--- src/rtl/abd_pkg.sv ---
package abd_pkg;
  typedef enum logic [2:0] {
    ST_MEAS, ST_ACK, ST_WAIT, ST_LOCK, ST_FAIL
  } hs_state_e;

  localparam logic [7:0] ACK_BYTE     = 8'h00;
  localparam logic [7:0] CONFIRM_BYTE = 8'h55;
  localparam int unsigned LOW_BITS    = 9;

  // Nearest-integer bit period from a nine-bit low count
  function automatic int unsigned round_div9(input int unsigned n);
    return (n + LOW_BITS / 2) / LOW_BITS;
  endfunction
endpackage

--- src/rtl/abd_sync.sv ---
module abd_sync (
  input  logic clk,
  input  logic rst_n,
  input  logic d_i,
  output logic q_o
);
  logic s1_q, s2_q;
  always_ff @(posedge clk) begin
    if (!rst_n) begin
      s1_q <= 1'b1;
      s2_q <= 1'b1;
    end else begin
      s1_q <= d_i;
      s2_q <= s1_q;
    end
  end
  assign q_o = s2_q;
endmodule

--- src/rtl/abd_meter.sv ---
module abd_meter #(
  parameter int CNT_W    = 16,
  parameter int ARM_IDLE = 16
) (
  input  logic             clk,
  input  logic             rst_n,
  input  logic             en_i,
  input  logic             line_i,
  output logic             done_o,
  output logic             sat_o,
  output logic [CNT_W-1:0] cnt_o
);
  localparam int IDLE_W = $clog2(ARM_IDLE + 1);
  localparam logic [CNT_W-1:0] CNT_MAX = '1;

  logic [IDLE_W-1:0] idle_q;
  logic [CNT_W-1:0]  cnt_q;
  logic              meas_q;
  logic              armed;

  assign armed = (idle_q == IDLE_W'(ARM_IDLE));

  always_ff @(posedge clk) begin
    if (!rst_n || !en_i) begin
      idle_q <= '0;
      cnt_q  <= '0;
      meas_q <= 1'b0;
    end else if (meas_q) begin
      if (line_i) begin
        meas_q <= 1'b0;
        idle_q <= IDLE_W'(1);
      end else if (cnt_q != CNT_MAX) begin
        cnt_q <= cnt_q + 1'b1;
      end
    end else if (line_i) begin
      if (!armed) idle_q <= idle_q + 1'b1;
    end else begin
      idle_q <= '0;
      if (armed) begin
        meas_q <= 1'b1;
        cnt_q  <= CNT_W'(1);
      end
    end
  end

  assign done_o = en_i && meas_q && line_i;
  assign sat_o  = en_i && meas_q && !line_i && (cnt_q == CNT_MAX);
  assign cnt_o  = cnt_q;

  // a measurement only opens from the armed idle state
  a_r2_start_armed: assert property (@(posedge clk) disable iff (!rst_n)
    $rose(meas_q) |-> $past(armed));
endmodule

--- src/rtl/abd_tx.sv ---
module abd_tx #(
  parameter int DIV_W = 13
) (
  input  logic             clk,
  input  logic             rst_n,
  input  logic             start_i,
  input  logic [7:0]       data_i,
  input  logic [DIV_W-1:0] div_i,
  output logic             tx_o,
  output logic             done_o
);
  logic [9:0]       frame_q;
  logic [3:0]       bit_q;
  logic [DIV_W-1:0] cyc_q;
  logic             busy_q;
  logic             bit_end;

  assign bit_end = (cyc_q == div_i - 1'b1);

  always_ff @(posedge clk) begin
    if (!rst_n) begin
      frame_q <= '1;
      bit_q   <= '0;
      cyc_q   <= '0;
      busy_q  <= 1'b0;
    end else if (!busy_q) begin
      if (start_i) begin
        frame_q <= {1'b1, data_i, 1'b0};
        bit_q   <= '0;
        cyc_q   <= '0;
        busy_q  <= 1'b1;
      end
    end else if (bit_end) begin
      cyc_q <= '0;
      if (bit_q == 4'd9) begin
        busy_q <= 1'b0;
      end else begin
        bit_q   <= bit_q + 1'b1;
        frame_q <= {1'b1, frame_q[9:1]};
      end
    end else begin
      cyc_q <= cyc_q + 1'b1;
    end
  end

  assign tx_o   = busy_q ? frame_q[0] : 1'b1;
  assign done_o = busy_q && bit_end && (bit_q == 4'd9);

  // the frame ends on the stop bit, so the line is high at completion
  a_r4_stop_high: assert property (@(posedge clk) disable iff (!rst_n)
    done_o |-> tx_o);
endmodule

--- src/rtl/abd_rx.sv ---
module abd_rx #(
  parameter int DIV_W = 13
) (
  input  logic             clk,
  input  logic             rst_n,
  input  logic             en_i,
  input  logic             line_i,
  input  logic [DIV_W-1:0] div_i,
  output logic             valid_o,
  output logic [7:0]       data_o,
  output logic             ferr_o
);
  logic             act_q;
  logic [3:0]       bit_q;
  logic [DIV_W-1:0] cyc_q;
  logic [7:0]       sh_q;
  logic [DIV_W-1:0] target;
  logic             hit;

  // First sample lands mid start bit, the rest one period apart
  assign target = (bit_q == 4'd0) ? (div_i >> 1) : (div_i - 1'b1);
  assign hit    = act_q && (cyc_q == target);

  always_ff @(posedge clk) begin
    if (!rst_n || !en_i) begin
      act_q <= 1'b0;
      bit_q <= '0;
      cyc_q <= '0;
      sh_q  <= '0;
    end else if (!act_q) begin
      if (!line_i) begin
        act_q <= 1'b1;
        bit_q <= '0;
        cyc_q <= '0;
      end
    end else if (hit) begin
      cyc_q <= '0;
      if (bit_q == 4'd0) begin
        if (line_i) act_q <= 1'b0;
        else        bit_q <= 4'd1;
      end else if (bit_q == 4'd9) begin
        act_q <= 1'b0;
      end else begin
        sh_q  <= {line_i, sh_q[7:1]};
        bit_q <= bit_q + 1'b1;
      end
    end else begin
      cyc_q <= cyc_q + 1'b1;
    end
  end

  assign valid_o = hit && (bit_q == 4'd9);
  assign data_o  = sh_q;
  assign ferr_o  = !line_i;

  // a received byte is reported for one cycle only
  a_r5_valid_pulse: assert property (@(posedge clk) disable iff (!rst_n)
    valid_o |=> !valid_o);
endmodule

--- src/rtl/baud_lock_ctrl.sv ---
module baud_lock_ctrl
  import abd_pkg::*;
#(
  parameter int CNT_W    = 16,
  parameter int ARM_IDLE = 16,
  parameter int MIN_DIV  = 2,
  localparam int DIV_W   = CNT_W - 3
) (
  input  logic             clk,
  input  logic             rst_n,
  input  logic             rx_i,
  output logic             tx_o,
  output logic             locked_o,
  output logic             fail_o,
  output logic [DIV_W-1:0] divisor_o
);
  hs_state_e        state_q;
  logic [DIV_W-1:0] divisor_q;
  logic             go_q;
  logic             rx_s;
  logic             meas_done, meas_sat;
  logic [CNT_W-1:0] meas_cnt;
  logic [DIV_W-1:0] div_calc;
  logic             tx_done;
  logic             rx_valid, rx_ferr;
  logic [7:0]       rx_data;

  abd_sync u_sync (.clk(clk), .rst_n(rst_n), .d_i(rx_i), .q_o(rx_s));

  abd_meter #(.CNT_W(CNT_W), .ARM_IDLE(ARM_IDLE)) u_meter (
    .clk(clk), .rst_n(rst_n), .en_i(state_q == ST_MEAS), .line_i(rx_s),
    .done_o(meas_done), .sat_o(meas_sat), .cnt_o(meas_cnt));

  abd_tx #(.DIV_W(DIV_W)) u_tx (
    .clk(clk), .rst_n(rst_n), .start_i(go_q), .data_i(ACK_BYTE),
    .div_i(divisor_q), .tx_o(tx_o), .done_o(tx_done));

  abd_rx #(.DIV_W(DIV_W)) u_rx (
    .clk(clk), .rst_n(rst_n), .en_i(state_q == ST_WAIT), .line_i(rx_s),
    .div_i(divisor_q), .valid_o(rx_valid), .data_o(rx_data), .ferr_o(rx_ferr));

  assign div_calc = DIV_W'(round_div9(32'(meas_cnt)));

  always_ff @(posedge clk) begin
    if (!rst_n) begin
      state_q   <= ST_MEAS;
      divisor_q <= '0;
      go_q      <= 1'b0;
    end else begin
      go_q <= 1'b0;
      unique case (state_q)
        ST_MEAS: begin
          if (meas_sat) begin
            state_q <= ST_FAIL;
          end else if (meas_done) begin
            if (div_calc < DIV_W'(MIN_DIV)) begin
              state_q <= ST_FAIL;
            end else begin
              divisor_q <= div_calc;
              go_q      <= 1'b1;
              state_q   <= ST_ACK;
            end
          end
        end
        ST_ACK:  if (tx_done) state_q <= ST_WAIT;
        ST_WAIT: if (rx_valid)
                   state_q <= (!rx_ferr && rx_data == CONFIRM_BYTE) ? ST_LOCK : ST_FAIL;
        default: state_q <= state_q;
      endcase
    end
  end

  assign locked_o  = (state_q == ST_LOCK);
  assign fail_o    = (state_q == ST_FAIL);
  assign divisor_o = divisor_q;

  // both outcome flags are sticky
  a_r9_lock_sticky: assert property (@(posedge clk) disable iff (!rst_n)
    locked_o |=> locked_o);
  a_r9_fail_sticky: assert property (@(posedge clk) disable iff (!rst_n)
    fail_o |=> fail_o);
  // the divisor only moves while measuring
  a_r3_div_frozen: assert property (@(posedge clk) disable iff (!rst_n)
    (state_q != ST_MEAS) |=> $stable(divisor_q));
  // line stays idle outside the acknowledge phase
  a_r4_line_idle: assert property (@(posedge clk) disable iff (!rst_n)
    (state_q != ST_ACK) |-> tx_o);
  // lock only follows a clean confirm byte
  a_r5_lock_cause: assert property (@(posedge clk) disable iff (!rst_n)
    $rose(locked_o) |-> $past(rx_valid && !rx_ferr && rx_data == CONFIRM_BYTE));
endmodule

--- config.mk ---
export PLATFORM = sky130hd
export DESIGN_NAME = baud_lock_ctrl
export DESIGN_NICKNAME = d
export VERILOG_FILES = /design/src/rtl/abd_pkg.sv /design/src/rtl/abd_sync.sv /design/src/rtl/abd_meter.sv /design/src/rtl/abd_tx.sv /design/src/rtl/abd_rx.sv /design/src/rtl/baud_lock_ctrl.sv
export SDC_FILE = /design/constraint.sdc
export NUM_CORES = 1
export LEC_CHECK = 0
export ABC_CLOCK_PERIOD_IN_PS = 8650
export CAP_MARGIN = 25
export CELL_PAD_IN_SITES_DETAIL_PLACEMENT = 1
export CELL_PAD_IN_SITES_GLOBAL_PLACEMENT = 2
export CORE_MARGIN = 2
export CORE_UTILIZATION = 38
export DETAILED_ROUTE_END_ITERATION = 16
export PLACE_DENSITY_LB_ADDON = 0.1
export SLEW_MARGIN = 20
export SYNTH_ARGS = -nofsm -noshare
export SYNTH_HDL_FRONTEND = slang
export SYNTH_SLANG_ARGS = --single-unit
--- constraint.sdc ---
create_clock -name clk -period 8.65 [get_ports clk]
set_input_delay 1.73 -clock clk [delete_from_list [all_inputs] [get_ports clk]]
set_output_delay 1.73 -clock clk [all_outputs]
set_load 0.03 [all_outputs]
==> metrics.txt, run 1 <==
run status=finished clean; Hold EP=u_sync.q_o$_SDFF_PN1_; GRT Util Overall=between 20% and 30%; count of buffers from port buffering=18; proportion of layout cells with a drive suffix above 1=between 10% and 20%; DR DRC count=0; count of non-filler cells in the finished layout=~1200; CORE AREA=0.0195 mm²; number of inserted filler cells in the final layout=2389; setup-violating endpoint count in the final report=0; worst skew pair latency=0.35 ns; delay of the slowest cell on the worst path=around 0.63 ns; vias in the first global route=around 7500; relative slew slack=roughly a third; y dimension of the die=between 100 and 150 µm; terminus of the critical flop-to-flop path=divisor_o[0]$_SDFFE_PN0P_; beginning of the worst hold path=u_sync.s1_q$_SDFF_PN1_; share of flip-flops with an asynchronous set or reset after synthesis=0%; instance count along the most critical hold path=1; Register-to-Register Setup Slack=around 0.43 ns; Clock Root Buffer=sky130_fd_sc_hd__clkbuf_16; Slew @ Worst Pin=~0.99 ns; Worst setup EP type=flip-flop; Startpoint Class=flip-flop; Post-CTS Hold Buffers=0; synthesized-area fraction occupied by adder cells=2.83%; count of nets left with antenna violations after detail routing=0; most instantiated flip-flop cell in the synthesis netlist=sky130_fd_sc_hd__dfxtp_1; number of register bits inferred by synthesis=94; number of violations of the max-capacitance limit=0; antenna cell count=0; sequential share of the synthesized area=25.0%; number of buffers created by CTS=9; TritonCTS clock tree=done; power density cells=103 mW/mm²; global-route wire length before repair=approximately 40000 µm; beginning of the worst register-to-register path=u_meter.cnt_o[7]$_SDFFE_PP0P_; number of antenna violations at the first check in global routing=0; multiplexer share of the synthesized area=2.46%; Routed Wire Length=between 20000 and 25000 µm; CP required=slightly below 9 ns; DR vias=around 7500; compound-gate portion of the synthesized area=28.6%; row count=51; synthesized-area fraction occupied by and/or/nand/nor cells=between 20% and 30%; largest net degree at the start of global routing=27; worst hold slack=roughly 0.46 ns; maximum level of the CTS H-tree=3; die boundary width=about 140 µm; number of distinct library cells after synthesis=100; starting density of the core=between 30% and 40%; maximum fanout count along the critical path=8; Final Util=43.0%; leakage component of the power=3.14 nW; final setup skew=0.00861 ns; Post-synth EDFFs=0; DRC violation total after the first TritonRoute iteration=just under 400; Critical Setup Path Class=reg -> reg; clock net sink count=94; Arr. time, crit path=about 8.5 ns; parity-gate share of the synthesized area counting xor and xnor cells=around 8.2%; netlist area before placement=between 0.007 and 0.008 mm²; worst-path cell with the longest stage delay=sky130_fd_sc_hd__or4_4; Design Power=0.858 mW; instance count of the mapped netlist=around 960; total number of yosys warnings=0; die area=0.0209 mm²; net count of the mapped netlist=981; fmax=122 MHz; number of max-slew violations in the final report=0; vias per cell=between 6 and 7; average wire per cell in the routed design=19.6 µm; residual overflow from global routing=0; clock-pin slew of the registers on the worst-case setup and hold paths=about 0.07 ns; post-route clock period utilization=around 95%; TritonRoute pass-1 iters=5; worst IR drop on VDD=approximately 0.072 mV; class of the tightest hold or removal check=reg -> reg; synthesized area per cell=~7.8 µm²; final hold violation count=0; CTS max path bufs=2; top-level I/O count=19; total number of nets in the final design=~980; Area growth, synth to finish=11.1%; depth of the most critical reg-to-reg path=28; last weighted congestion value of the routability-driven placer=around 0.95; cell count after placement=about 1200; Detail Placement HPWL=18300 µm; combinational family with the most area after synthesis=compound AO/OA/AOI/OAI gates; shortest clock period the worst path allows after layout=8.22 ns
[report_power, final]
part | switching [mW] | internal (mW) | total (mW)
Combinational | 0.0108 | 0.00493 | 0.0157
Clock | 0.174 | 0.232 | 0.406
Sequential | 0.00226 | 0.434 | 0.436
Total | 0.187 | 0.671 | 0.858
[Yosys cell counts (all sizes together), types with 8 or more instances]
cell type / number / share of area, %
and2: 9 / 0.78
ha: 17 / 2.8
nor2: 124 / 6.2
nand2: 65 / 3.3
or4: 12 / 1.4
o21ai: 55 / 3.7
xnor2: 39 / 4.5
nand4: 14 / 1.4
a31oi: 9 / 0.75
dfxtp: 94 / 25
a221o: 9 / 1.2
and3: 24 / 2.0
o31ai: 10 / 1.0
clkbuf: 30 / 1.5
nand2b: 10 / 0.83
nand3: 32 / 2.4
o311ai: 8 / 1.3
o211ai: 16 / 1.7
mux2i: 14 / 1.9
or3: 9 / 0.75
nor4: 24 / 2.6
a211oi: 14 / 1.9
nor3: 23 / 2.3
a22oi: 8 / 0.80
buf: 23 / 2.0
a21o: 8 / 0.80
inv: 19 / 0.95
xor2: 31 / 3.7
a21oi: 77 / 5.2
nor3b: 21 / 2.1
[metal layers]
metal | global-route usage, % | vias to the layer above | wire length, µm
li1 | - | 3611 | -
met5 | 0 | - | 0
met4 | 7.66 | 0 | 540
met3 | 2.99 | 47 | 558
met1 | 28.4 | 3718 | 10800
met2 | 42.0 | 125 | 12200
[flip-flops by register name, indices dropped and copies added, names as in the netlist, 3 cells and up]
register,flops
u_meter.cnt_o,16
divisor_o,13
u_rx.cyc_q,13
u_tx.cyc_q,13
u_tx.frame_q,9
u_rx.data_o,8
u_meter.idle_q,5
u_rx.bit_q,4
u_tx.bit_q,4
state_q,3
[cell families (layout without fill, tap and decap cells)]
logic type                 after synthesis  in the layout
DFF                                     94             94
adders and majority gates               17             17
xor gates and xnor gates                70             70
AOI/OAI and AO/OA                      299            299
and+or+nand+nor                        390            390
buffers and inverters                   73             74
muxes                                   18             18
[placed cells by master, fill, tap and decap left out, types with 5 or more instances in the layout]
master,count
sky130_fd_sc_hd__a211oi_1,7
sky130_fd_sc_hd__a211oi_2,5
sky130_fd_sc_hd__a21o_1,8
sky130_fd_sc_hd__a21oi_1,75
sky130_fd_sc_hd__a221o_1,9
sky130_fd_sc_hd__a22oi_1,8
sky130_fd_sc_hd__a311oi_1,6
sky130_fd_sc_hd__a31oi_1,9
sky130_fd_sc_hd__a32oi_1,5
sky130_fd_sc_hd__and2_1,8
sky130_fd_sc_hd__and3_1,24
sky130_fd_sc_hd__buf_4,16
sky130_fd_sc_hd__clkbuf_16,9
sky130_fd_sc_hd__clkdlybuf4s50_1,18
sky130_fd_sc_hd__dfxtp_1,87
sky130_fd_sc_hd__dfxtp_2,7
sky130_fd_sc_hd__ha_1,17
sky130_fd_sc_hd__inv_1,19
sky130_fd_sc_hd__mux2i_1,14
sky130_fd_sc_hd__nand2_1,64
sky130_fd_sc_hd__nand2b_1,10
sky130_fd_sc_hd__nand3_1,29
sky130_fd_sc_hd__nand4_1,12
sky130_fd_sc_hd__nor2_1,123
sky130_fd_sc_hd__nor2b_1,6
sky130_fd_sc_hd__nor3_1,11
sky130_fd_sc_hd__nor3_2,11
sky130_fd_sc_hd__nor3b_1,21
sky130_fd_sc_hd__nor4_1,19
sky130_fd_sc_hd__o211ai_1,14
sky130_fd_sc_hd__o21a_1,5
sky130_fd_sc_hd__o21ai_0,47
sky130_fd_sc_hd__o21ai_1,6
sky130_fd_sc_hd__o221ai_1,6
sky130_fd_sc_hd__o31a_1,7
sky130_fd_sc_hd__o31ai_1,8
sky130_fd_sc_hd__or3_1,9
sky130_fd_sc_hd__or4_1,8
sky130_fd_sc_hd__xnor2_1,39
sky130_fd_sc_hd__xor2_1,30
[area by class of cell]
type | count | area [µm²] | share of cell area, %
Multi-Input combinational cell | 794 | 5440 | 65.0
Sequential cell | 94 | 1890 | 22.6
Tap cell | 265 | 332 | 3.96
Timing Repair Buffer | 38 | 328 | 3.92
Clock buffer | 11 | 243 | 2.90
Inverter | 20 | 75.1 | 0.898
Clock inverter | 5 | 58.8 | 0.703
[critical path: cells and delay by family (launching register included)]
| family | cells | cell delay, ns |
|---|---|---|
| muxes | 3 | 0.87 |
| buffers and inverters | 1 | 0.17 |
| adders and majority gates | 1 | 0.21 |
| and+or+nand+nor | 10 | 2.90 |
| AOI/OAI and AO/OA | 13 | 3.36 |
| DFF | 1 | 0.56 |
[per-stage QoR]
stage	TNS, ns	worst slack, ns	cell area [µm²]
global route	-0.000623	-0.000623	8360
global placement	0	0.222	7870
detailed placement	0	0.0104	7880
floorplan	0	1.31	7530
finish	0	0.431	8360
CTS	0	0.113	8190
[what timing repair did]
action	4_1_cts	5_1_grt
gates resized for setup	0	29
pin swaps	1	3
buffers inserted	1	2
hold endpoints to repair	0	0
endpoints found under the setup margin	1	16
[worst max-delay path by stage]
stage / startpoint / to / slack (ns) / cells past startpoint
2_1_floorplan: u_meter.cnt_o[3]$_SDFFE_PP0P_ / divisor_o[0]$_SDFFE_PN0P_ / 1.31 / 29
3_3_place_gp: u_meter.cnt_o[3]$_SDFFE_PP0P_ / divisor_o[0]$_SDFFE_PN0P_ / 0.22 / 29
3_5_place_dp: u_meter.cnt_o[2]$_SDFFE_PP0P_ / divisor_o[0]$_SDFFE_PN0P_ / 0.01 / 28
4_1_cts: u_meter.cnt_o[2]$_SDFFE_PP0P_ / divisor_o[0]$_SDFFE_PN0P_ / 0.11 / 28
5_1_grt: u_meter.cnt_o[2]$_SDFFE_PP0P_ / divisor_o[0]$_SDFFE_PN0P_ / -0.0006 / 29
6_report: u_meter.cnt_o[7]$_SDFFE_PP0P_ / divisor_o[0]$_SDFFE_PN0P_ / 0.43 / 28
Power figures use the tool's default switching activity.
==> inputs of run 2 (changes only) <==
==> constraint.sdc (replaced) <==
create_clock -name clk -period 8.65 [get_ports clk]
set_input_delay 0.865 -clock clk [delete_from_list [all_inputs] [get_ports clk]]
set_output_delay 0.865 -clock clk [all_outputs]
set_load 0.03 [all_outputs]
==> results of run 2 <==
The final DEF is identical to that of run 1; final timing and power are the same.
